[src/rtl/cam_pkg.sv]
package cam_pkg;

  // Strobes issued by the control half to the datapath half
  typedef struct packed {
    logic wrStb;
    logic invStb;
    logic srchStb;
  } camStrobes_t;

endpackage

[src/rtl/cam_prio_resolver.sv]
module cam_prio_resolver #(
  parameter int N = 8,
  localparam int IDX_W = (N > 1) ? $clog2(N) : 1
) (
  input  logic [N-1:0]     req,
  output logic [N-1:0]     grant,
  output logic [IDX_W-1:0] grantIdx,
  output logic             anyReq,
  output logic             multiReq
);

  // Isolate the lowest set bit; anything left over means a second match
  always_comb begin
    grant    = req & (~req + N'(1));
    anyReq   = |req;
    multiReq = |(req & ~grant);
    grantIdx = '0;
    for (int i = 0; i < N; i++) begin
      if (grant[i]) grantIdx = grantIdx | IDX_W'(i);
    end
  end

endmodule

[src/rtl/cam_ctrl.sv]
module cam_ctrl import cam_pkg::*; #(
  parameter int IDX_W = 3
) (
  input  logic             clk,
  input  logic             rstN,
  input  logic             wrEn,
  input  logic [IDX_W-1:0] wrIdx,
  input  logic             invEn,
  input  logic [IDX_W-1:0] invIdx,
  input  logic             srchEn,
  output camStrobes_t      stb,
  output logic             resValid
);

  logic sameEntry;

  // A write to the entry being invalidated takes precedence
  always_comb begin
    sameEntry   = wrEn && invEn && (wrIdx == invIdx);
    stb.wrStb   = wrEn;
    stb.invStb  = invEn && !sameEntry;
    stb.srchStb = srchEn;
  end

  always_ff @(posedge clk) begin
    if (!rstN) resValid <= 1'b0;
    else       resValid <= srchEn;
  end

endmodule

[src/rtl/cam_datapath.sv]
module cam_datapath import cam_pkg::*; #(
  parameter int ENTRIES = 8,
  parameter int WIDTH   = 16,
  parameter int IDX_W   = 3
) (
  input  logic             clk,
  input  logic             rstN,
  input  camStrobes_t      stb,
  input  logic [IDX_W-1:0] wrIdx,
  input  logic [WIDTH-1:0] wrData,
  input  logic [IDX_W-1:0] invIdx,
  input  logic [WIDTH-1:0] srchPattern,
  input  logic [WIDTH-1:0] srchMask,
  output logic             resHit,
  output logic             resMulti,
  output logic [IDX_W-1:0] resIdx,
  output logic [WIDTH-1:0] resWord
);

  logic [WIDTH-1:0]   words [ENTRIES];
  logic [ENTRIES-1:0] entryValid;
  logic [ENTRIES-1:0] matchVec;
  logic [ENTRIES-1:0] grantVec;
  logic [IDX_W-1:0]   grantIdx;
  logic               anyMatch;
  logic               multiMatch;
  logic [WIDTH-1:0]   selWord;

  // Storage: word contents are not reset, only the valid flags are
  always_ff @(posedge clk) begin
    for (int e = 0; e < ENTRIES; e++) begin
      if (stb.wrStb && wrIdx == IDX_W'(e)) words[e] <= wrData;
    end
  end

  always_ff @(posedge clk) begin
    if (!rstN) begin
      entryValid <= '0;
    end else begin
      for (int e = 0; e < ENTRIES; e++) begin
        if (stb.invStb && invIdx == IDX_W'(e)) entryValid[e] <= 1'b0;
        if (stb.wrStb  && wrIdx  == IDX_W'(e)) entryValid[e] <= 1'b1;
      end
    end
  end

  // One masked comparator per entry, all evaluated in parallel
  for (genvar g = 0; g < ENTRIES; g++) begin : gCompare
    assign matchVec[g] = entryValid[g] &&
                         (((words[g] ^ srchPattern) & srchMask) == '0);
  end

  cam_prio_resolver #(.N(ENTRIES)) uResolver (
    .req      (matchVec),
    .grant    (grantVec),
    .grantIdx (grantIdx),
    .anyReq   (anyMatch),
    .multiReq (multiMatch)
  );

  // One-hot AND-OR selection of the granted word
  always_comb begin
    selWord = '0;
    for (int e = 0; e < ENTRIES; e++) begin
      if (grantVec[e]) selWord = selWord | words[e];
    end
  end

  always_ff @(posedge clk) begin
    if (!rstN) begin
      resHit   <= 1'b0;
      resMulti <= 1'b0;
      resIdx   <= '0;
      resWord  <= '0;
    end else if (stb.srchStb) begin
      resHit   <= anyMatch;
      resMulti <= multiMatch;
      resIdx   <= grantIdx;
      resWord  <= selWord;
    end
  end

endmodule

[src/rtl/masked_cam.sv]
module masked_cam import cam_pkg::*; #(
  parameter int ENTRIES = 8,
  parameter int WIDTH   = 16,
  localparam int IDX_W  = (ENTRIES > 1) ? $clog2(ENTRIES) : 1
) (
  input  logic             clk,
  input  logic             rstN,
  input  logic             wrEn,
  input  logic [IDX_W-1:0] wrIdx,
  input  logic [WIDTH-1:0] wrData,
  input  logic             invEn,
  input  logic [IDX_W-1:0] invIdx,
  input  logic             srchEn,
  input  logic [WIDTH-1:0] srchPattern,
  input  logic [WIDTH-1:0] srchMask,
  output logic             resValid,
  output logic             resHit,
  output logic             resMulti,
  output logic [IDX_W-1:0] resIdx,
  output logic [WIDTH-1:0] resWord
);

  camStrobes_t stb;

  cam_ctrl #(.IDX_W(IDX_W)) uCtrl (
    .clk      (clk),
    .rstN     (rstN),
    .wrEn     (wrEn),
    .wrIdx    (wrIdx),
    .invEn    (invEn),
    .invIdx   (invIdx),
    .srchEn   (srchEn),
    .stb      (stb),
    .resValid (resValid)
  );

  cam_datapath #(.ENTRIES(ENTRIES), .WIDTH(WIDTH), .IDX_W(IDX_W)) uData (
    .clk         (clk),
    .rstN        (rstN),
    .stb         (stb),
    .wrIdx       (wrIdx),
    .wrData      (wrData),
    .invIdx      (invIdx),
    .srchPattern (srchPattern),
    .srchMask    (srchMask),
    .resHit      (resHit),
    .resMulti    (resMulti),
    .resIdx      (resIdx),
    .resWord     (resWord)
  );

endmodule

[config.mk]
export PLATFORM = sky130hd
export DESIGN_NAME = masked_cam
export DESIGN_NICKNAME = d
export VERILOG_FILES = /design/src/rtl/cam_pkg.sv /design/src/rtl/cam_prio_resolver.sv /design/src/rtl/cam_ctrl.sv /design/src/rtl/cam_datapath.sv /design/src/rtl/masked_cam.sv
export SDC_FILE = /design/constraint.sdc
export NUM_CORES = 1
export LEC_CHECK = 0
export ABC_AREA = 1
export BUFFER_PORTS_ARGS = -buffer_cell sky130_fd_sc_hd__clkbuf_2
export CAP_MARGIN = 20
export CORE_MARGIN = 2
export CORE_UTILIZATION = 65
export DETAILED_ROUTE_END_ITERATION = 7
export PLACE_DENSITY = 0.86
export RECOVER_POWER = 25
export SLEW_MARGIN = 10
export SYNTH_ARGS = -nofsm -noshare
export SYNTH_HDL_FRONTEND = slang
export SYNTH_SLANG_ARGS = --single-unit
[constraint.sdc]
create_clock -name clk -period 4.2 [get_ports clk]
set_clock_uncertainty 0.1 [all_clocks]
set_input_delay 0.63 -clock clk [delete_from_list [all_inputs] [get_ports clk]]
set_output_delay 0.63 -clock clk [all_outputs]
set_load 0.05 [all_outputs]
Word-level counts from Yosys, hierarchy flattened
Memory sizes are Yosys's and may differ from the RTL's.
Cells that the tools add are included.
W data, S select, Z words.
{"block": "totals", "register_bits": 30, "latch_bits": 0, "ram_bits": 128, "mem_bits_ro": 0, "inputBits": 59, "output_inout_bits": 22, "elab_cells": 180, "n_memories": 1}
{"block": "op_classes", "n_addsub": 1, "n_mul": 0, "n_div": 0, "n_lt_le_gt_ge": 0, "n_eq_ne": 15, "n_shift": 0, "n_mux": 68, "bitwise_logic": 27, "reduce_logical": 55}
{"memory": "uData.words", "depth": 8, "width": 16, "rd": 8, "rd_clocked_by_memory_dff": 0, "write_ports": 1, "line_no": "cam_datapath.sv:20", "rtl": "logic [WIDTH-1:0] words [ENTRIES];"}
{"cell": "$mux W16", "count": 15}
{"cell": "$and A16 B16 Y16", "count": 8}
{"cell": "$logic_not A16 Y1", "count": 8}
{"cell": "$xor A16 B16 Y16", "count": 8}
{"cell": "$or A16 B16 Y16", "count": 7}
{"cell": "$reduce_or A16 Y1", "count": 7}
{"cell": "$mux W1", "count": 40}
{"cell": "$mux W3", "count": 11}
{"cell": "$logic_and A1 B1 Y1", "count": 27}
{"cell": "$eq A3 B3 Y1 const B", "count": 8}
{"cell": "$and A8 B8 Y8", "count": 2}
{"cell": "$not A8 Y8", "count": 2}
{"cell": "$reduce_bool A2 Y1", "count": 8}
{"cell": "$reduce_or A8 Y1", "count": 2}
{"cell": "$eq A3 B2 Y1 const B", "count": 4}
{"cell": "$add A8 B1 Y8 const B", "count": 1}
{"cell": "$eq A3 B1 Y1 const B", "count": 2}
{"cell": "$logic_not A3 Y1", "count": 2}
{"cell": "$mux W2", "count": 2}
{"cell": "$eq A3 B3 Y1", "count": 1}
{"cell": "$logic_not A1 Y1", "count": 1}

Depth between registers and ports, before layout
An unclocked memory read counts as a cell.
{"block": "depth", "ltp_word": 23, "mapped_depth": 17, "mapped_depth_nobuf": 15}

By module
Synthesis repeated with hierarchy kept, for this count alone.
{"block": "unflattened", "cells_unflattened": 1192, "hier_area_um2": 8889.8}
{"module": "cam_datapath", "instances": 1, "cells_each": 1117, "area_per_inst_um2": 8534.4, "seq_area_each_um2": 4424.2}
{"module": "cam_prio_resolver", "instances": 1, "cells_each": 51, "area_per_inst_um2": 235.2, "seq_area_each_um2": 0.0}
{"module": "cam_ctrl", "instances": 1, "cells_each": 24, "area_per_inst_um2": 120.1, "seq_area_each_um2": 20.0}

Least setup slack after synthesis
No wires, ideal clock.
{"block": "synth_timing", "kind": "in2reg", "start": "input srchPattern[7]", "end": "register uData.resWord[3]", "arrival_ps": 2029, "required_time_ps": 3978, "slack_ps": 1948, "path_stages": 14, "path_cell_list": "buf_4 -> buf_4 -> nor2_1 -> nor2_1 -> nand2_1 -> nand3_1 -> nand3b_1 -> nor2_2 -> nor2_4 -> buf_4 -> nand4_1 -> nand2_1 -> nor2_1 -> a21oi_2"}
{"block": "synth_between", "elab_chain_len": 22, "elab_cells_between_ends": 50}
{"element": "start: declaration", "line_no": "masked_cam.sv:14", "rtl": "input logic [WIDTH-1:0] srchPattern,"}
{"element": "$xor A16 B16 Y16", "line_no": "cam_datapath.sv:50", "rtl": "(((words[g] ^ srchPattern) & srchMask) == '0);"}
{"element": "$and A16 B16 Y16", "line_no": "cam_datapath.sv:50"}
{"element": "$logic_not A16 Y1", "line_no": "cam_datapath.sv:50"}
{"element": "$logic_and A1 B1 Y1", "line_no": "cam_datapath.sv:49", "rtl": "assign matchVec[g] = entryValid[g] &&"}
{"element": "$not A8 Y8", "line_no": "cam_prio_resolver.sv:14", "rtl": "grant = req & (~req + N'(1));"}
{"element": "$add A8 B1 Y8", "line_no": "cam_prio_resolver.sv:14"}
{"element": "$and A8 B8 Y8 (*)", "line_no": "cam_prio_resolver.sv:14"}
{"element": "$mux W16", "line_no": "cam_datapath.sv:65", "rtl": "if (grantVec[e]) selWord = selWord | words[e];"}
{"element": "[6 not listed]"}
{"element": "$or A16 B16 Y16", "line_no": "cam_datapath.sv:65"}
{"element": "$mux W16", "line_no": "cam_datapath.sv:65"}
{"element": "$or A16 B16 Y16", "line_no": "cam_datapath.sv:65"}
{"element": "$mux W16", "line_no": "cam_datapath.sv:65"}
{"element": "$or A16 B16 Y16", "line_no": "cam_datapath.sv:65"}
{"element": "$mux W16", "line_no": "cam_datapath.sv:65"}
{"element": "$or A16 B16 Y16", "line_no": "cam_datapath.sv:65"}
{"element": "$mux W16 (*)", "line_no": "cam_datapath.sv:65"}
{"element": "end signal: assignment", "line_no": "cam_datapath.sv:79", "rtl": "resWord <= selWord;"}
{"element": "end: declaration", "line_no": "cam_datapath.sv:17", "rtl": "output logic [WIDTH-1:0] resWord"}
Every way passes the cells marked *; elsewhere a longest branch is shown, timed or not.
A chain may end at the register's enable or synchronous reset.

Worst setup path after layout
{"block": "layout_timing", "start": "input srchPattern[3]", "end": "register uData.resIdx[0]"}
{"block": "layout_between", "elab_chain_len": 14, "elab_cells_between_ends": 42}
{"element": "$xor A16 B16 Y16", "line_no": "cam_datapath.sv:50"}
{"element": "$and A16 B16 Y16", "line_no": "cam_datapath.sv:50"}
{"element": "$logic_not A16 Y1", "line_no": "cam_datapath.sv:50"}
{"element": "$logic_and A1 B1 Y1", "line_no": "cam_datapath.sv:49"}
{"element": "$not A8 Y8", "line_no": "cam_prio_resolver.sv:14"}
{"element": "$add A8 B1 Y8", "line_no": "cam_prio_resolver.sv:14"}
{"element": "$and A8 B8 Y8 (*)", "line_no": "cam_prio_resolver.sv:14"}
{"element": "$mux W1", "line_no": "cam_prio_resolver.sv:19", "rtl": "if (grant[i]) grantIdx = grantIdx | IDX_W'(i);"}
{"element": "$mux W2 (2 in series)", "line_no": "cam_prio_resolver.sv:19"}
{"element": "$mux W3 (3 in series)", "line_no": "cam_prio_resolver.sv:19"}
{"element": "$mux W3 (*)", "line_no": "cam_prio_resolver.sv:19"}
{"element": "end signal: assignment", "line_no": "cam_datapath.sv:78", "rtl": "resIdx <= grantIdx;"}
{"element": "end: declaration", "line_no": "cam_datapath.sv:16", "rtl": "output logic [IDX_W-1:0] resIdx,"}
Marked as above.

==> results.md <==
- **1st-iter DRT viols** 1,602
- **effective utilization at floorplan** 66.24%
- **synthesized instance count** 1,226
- **library cell occupying the most area in the post-synthesis netlist** sky130_fd_sc_hd__edfxtp_1
- **type of origin of the critical path** primary input
- **capturing element type of the critical path** register
- **cell leakage power** 0.004575 uW
- **deepest level of the CTS H-tree** 4
- **hold violation total from the final report** 0
- **share of the synthesized area in the top cell type** 40.23%
- **height of the chip** 125.2 um
- **commonest non-fill, non-tap cells in the layout** sky130_fd_sc_hd__nand2_1 (308), sky130_fd_sc_hd__nor2_1 (186), sky130_fd_sc_hd__nand3_1 (137), sky130_fd_sc_hd__edfxtp_1 (128), sky130_fd_sc_hd__inv_1 (105)
- **Inserted Clock Buffers** 17
- **Top-Level Pins** 81
- **layout overhead on the synthesized area** 8.813%
- **clk_lat worst skew** 0.43 ns
- **Max-Cap Viols** 0
- **post-cts gate resize count** 0
- **Tightest Hold Check Type** register to register
- **floorplan die width** 125.2 um
- **worst slew pin tran** 0.9167 ns
- **final cycle utilization of the critical path** 67.61%
- **synth warn** 0
- **CP Data Required Time** 4.47 ns
- **ANT nets after route** 0
- **detail-routed net length per standard cell** 21.00 um
- **post-DP HPWL** 21,040 um
- **final design utilization** 72.08%
- **number of nets in the layout** 1,343
- **number of buffers added to fix hold violations after cts** 0
- **net count of the mapped netlist** 1,285
- **buffer levels on the longest clock path** 2
- **vias in the first global route** 8,367
- **number of antenna cells inserted** 0
- **WS Path Type** primary input to register
- **summed negative setup slack over all endpoints** 0 ns
- **unrepaired setup endpoints after global routing** false
- **Worst IR Drop VDD** 0.0003905 V
- **placement-stage worst setup slack** 1.052 ns
- **first-pass GRT wire length** 46,990 um
- **cell area after technology mapping** 9554 um^2
- **total die area** 15,690 um^2
- **count of port buffers added during placement** 80
- **area of the placeable core** 14,420 um^2
- **leading cell type in the layout, fill and taps excluded** sky130_fd_sc_hd__nand2_1
- **final weighted congestion of routability-driven global placement** 1.015
- **maximum number of pins on one net before global-route repair** 53
- **share of post-route cells with drive strength above 1** 14.73%
- **total number of vias** 9,218
- **Final Critical Period** 2.839 ns
- **CTS Sinks** 158
- **Max Freq** 352.2 MHz
- **number of distinct library cells after synthesis** 38
- **number of rows in the core area** 44
- **clock root buffer** sky130_fd_sc_hd__clkbuf_16
- **WP data arrival** 3.11 ns
- **relative max-transition margin** 38.89%
- **routed wire length** 31,100 um
- **flop and latch count out of synthesis** 158
- **outcome** finished, final reports clean
- **post-CTS setup buffer count** 0
- **Max Transition Viols Final** 0
- **Synth Area per Inst** 7.793 um^2
- **number of setup violations in the final report** 0
- **DRC violation count after routing** 0
- **initial antenna violation count** 0
- **highest fanout seen on the critical path** 52
- **setup slack after layout** 1.361 ns
- **clock slew at reported path FFs** 0.06 ns
- **top post-synthesis cells by area** sky130_fd_sc_hd__edfxtp_1 (40%), sky130_fd_sc_hd__nand2_1 (12%), sky130_fd_sc_hd__nor2_1 (7.5%)
- **Total GRT Usage** 40.12%
- **areal power density over the cells** 354.2 nW/um^2
- **global route total overflow** 0
- **per-cell via count in the routed design** 6.224
- **number of detailed-routing iterations run before antenna repair** 7
- **clock tree from TritonCTS** yes
- **fraction of the yosys area taken by sequential cells** 46.52%
-- state kept, by name, summed over array words and instances, names as in the netlist --
| register | flops |
|---|---|
| uData.words | 128 |
| uData.resWord | 16 |
| uData.entryValid | 8 |
| uData.resIdx | 3 |
| uCtrl.resValid | 1 |
| uData.resHit | 1 |
| uData.resMulti | 1 |
-- metal layers --
layer / part of all wire, % / global-route usage [%] / vias to the layer above
li1: - / - / 4213
met1: 37 / 52.33 / 4109
met2: 43 / 60.55 / 734
met3: 14 / 12.88 / 162
met4: 5.8 / 20.46 / 0
met5: 0 / 0 / -
-- critical path, stage by stage --
cell and delay [ns]:
sky130_fd_sc_hd__clkbuf_2 0.21, sky130_fd_sc_hd__inv_1 0.16, sky130_fd_sc_hd__nand2_1 0.09, sky130_fd_sc_hd__nand3_1 0.07, sky130_fd_sc_hd__nand2_1 0.08, sky130_fd_sc_hd__inv_1 0.05, sky130_fd_sc_hd__nand2_1 0.13, sky130_fd_sc_hd__nor2_1 0.07
sky130_fd_sc_hd__nand3_2 0.21, sky130_fd_sc_hd__nand2_4 0.14, sky130_fd_sc_hd__nor2_8 0.62, sky130_fd_sc_hd__nand2_1 0.15, sky130_fd_sc_hd__o21ai_0 0.28, sky130_fd_sc_hd__nor2_1 0.08, sky130_fd_sc_hd__nor2_1 0.08
-- per-stage QoR --
| step | instances | area (um^2) | hold WS (ns) | total power (uW) |
|---|---|---|---|---|
| 2_1_floorplan | 1226 | 9554 | 0.3607 | 2088 |
| 3_3_place_gp | 1449 | 9859 | 0.3618 | 2227 |
| 3_5_place_dp | 1449 | 9859 | 0.3689 | 2236 |
| 4_1_cts | 1481 | 10410 | 0.3755 | 3667 |
| 5_1_grt | 1481 | 10400 | 0.3916 | 3793 |
| 6_report | 1481 | 10400 | 0.3756 | 3683 |
-- area by class of cell --
cell class	count	area (um^2)
repair buffers	91	469.2
flip-flops and latches	158	4444
fillers	1156	4028
inverters	113	426.7
multi-input cells	903	4275
clock buffers	20	436.7
well taps	184	230.2
clock inverters	12	113.9
-- path summary, 6_finish.rpt --
path | slack (ns) | startpoint | cells past startpoint | to
max | 1.36 | srchPattern[3] | 15 | uData.resIdx[0]
max reg2reg | 1.49 | uData.words[0][21] | 13 | uData.resIdx[0]
min | 0.38 | uData.resIdx[2] | 2 | uData.resIdx[2]
min reg2reg | 0.38 | uData.resIdx[2] | 2 | uData.resIdx[2]
-- kinds of logic after synthesis --
kind of cell	count (synthesis)	synth area share (%)
simple gates	785	37.79
buf+inv	165	8.892
flops	158	46.52
compound gates	114	6.430
xor+xnor	4	0.3668
-- synth_stat cells, drive strengths merged --
library cell,number
clkbuf,5
buf,47
nand3b,4
or2,18
xor2,1
inv,113
nand2,314
nand4,72
o221ai,1
o21ai,60
o21a,1
xnor2,3
dfxtp,30
a21oi,52
nand3,148
edfxtp,128
nor3,3
nor2,224
and2,2
-- power breakdown --
group / internal, uW / switching [uW]
Sequential: 1750 / 43.7
Combinational: 118 / 308
Clock: 820 / 644
Total: 2690 / 996
Note: power is estimated with default switching activity, not from simulation.
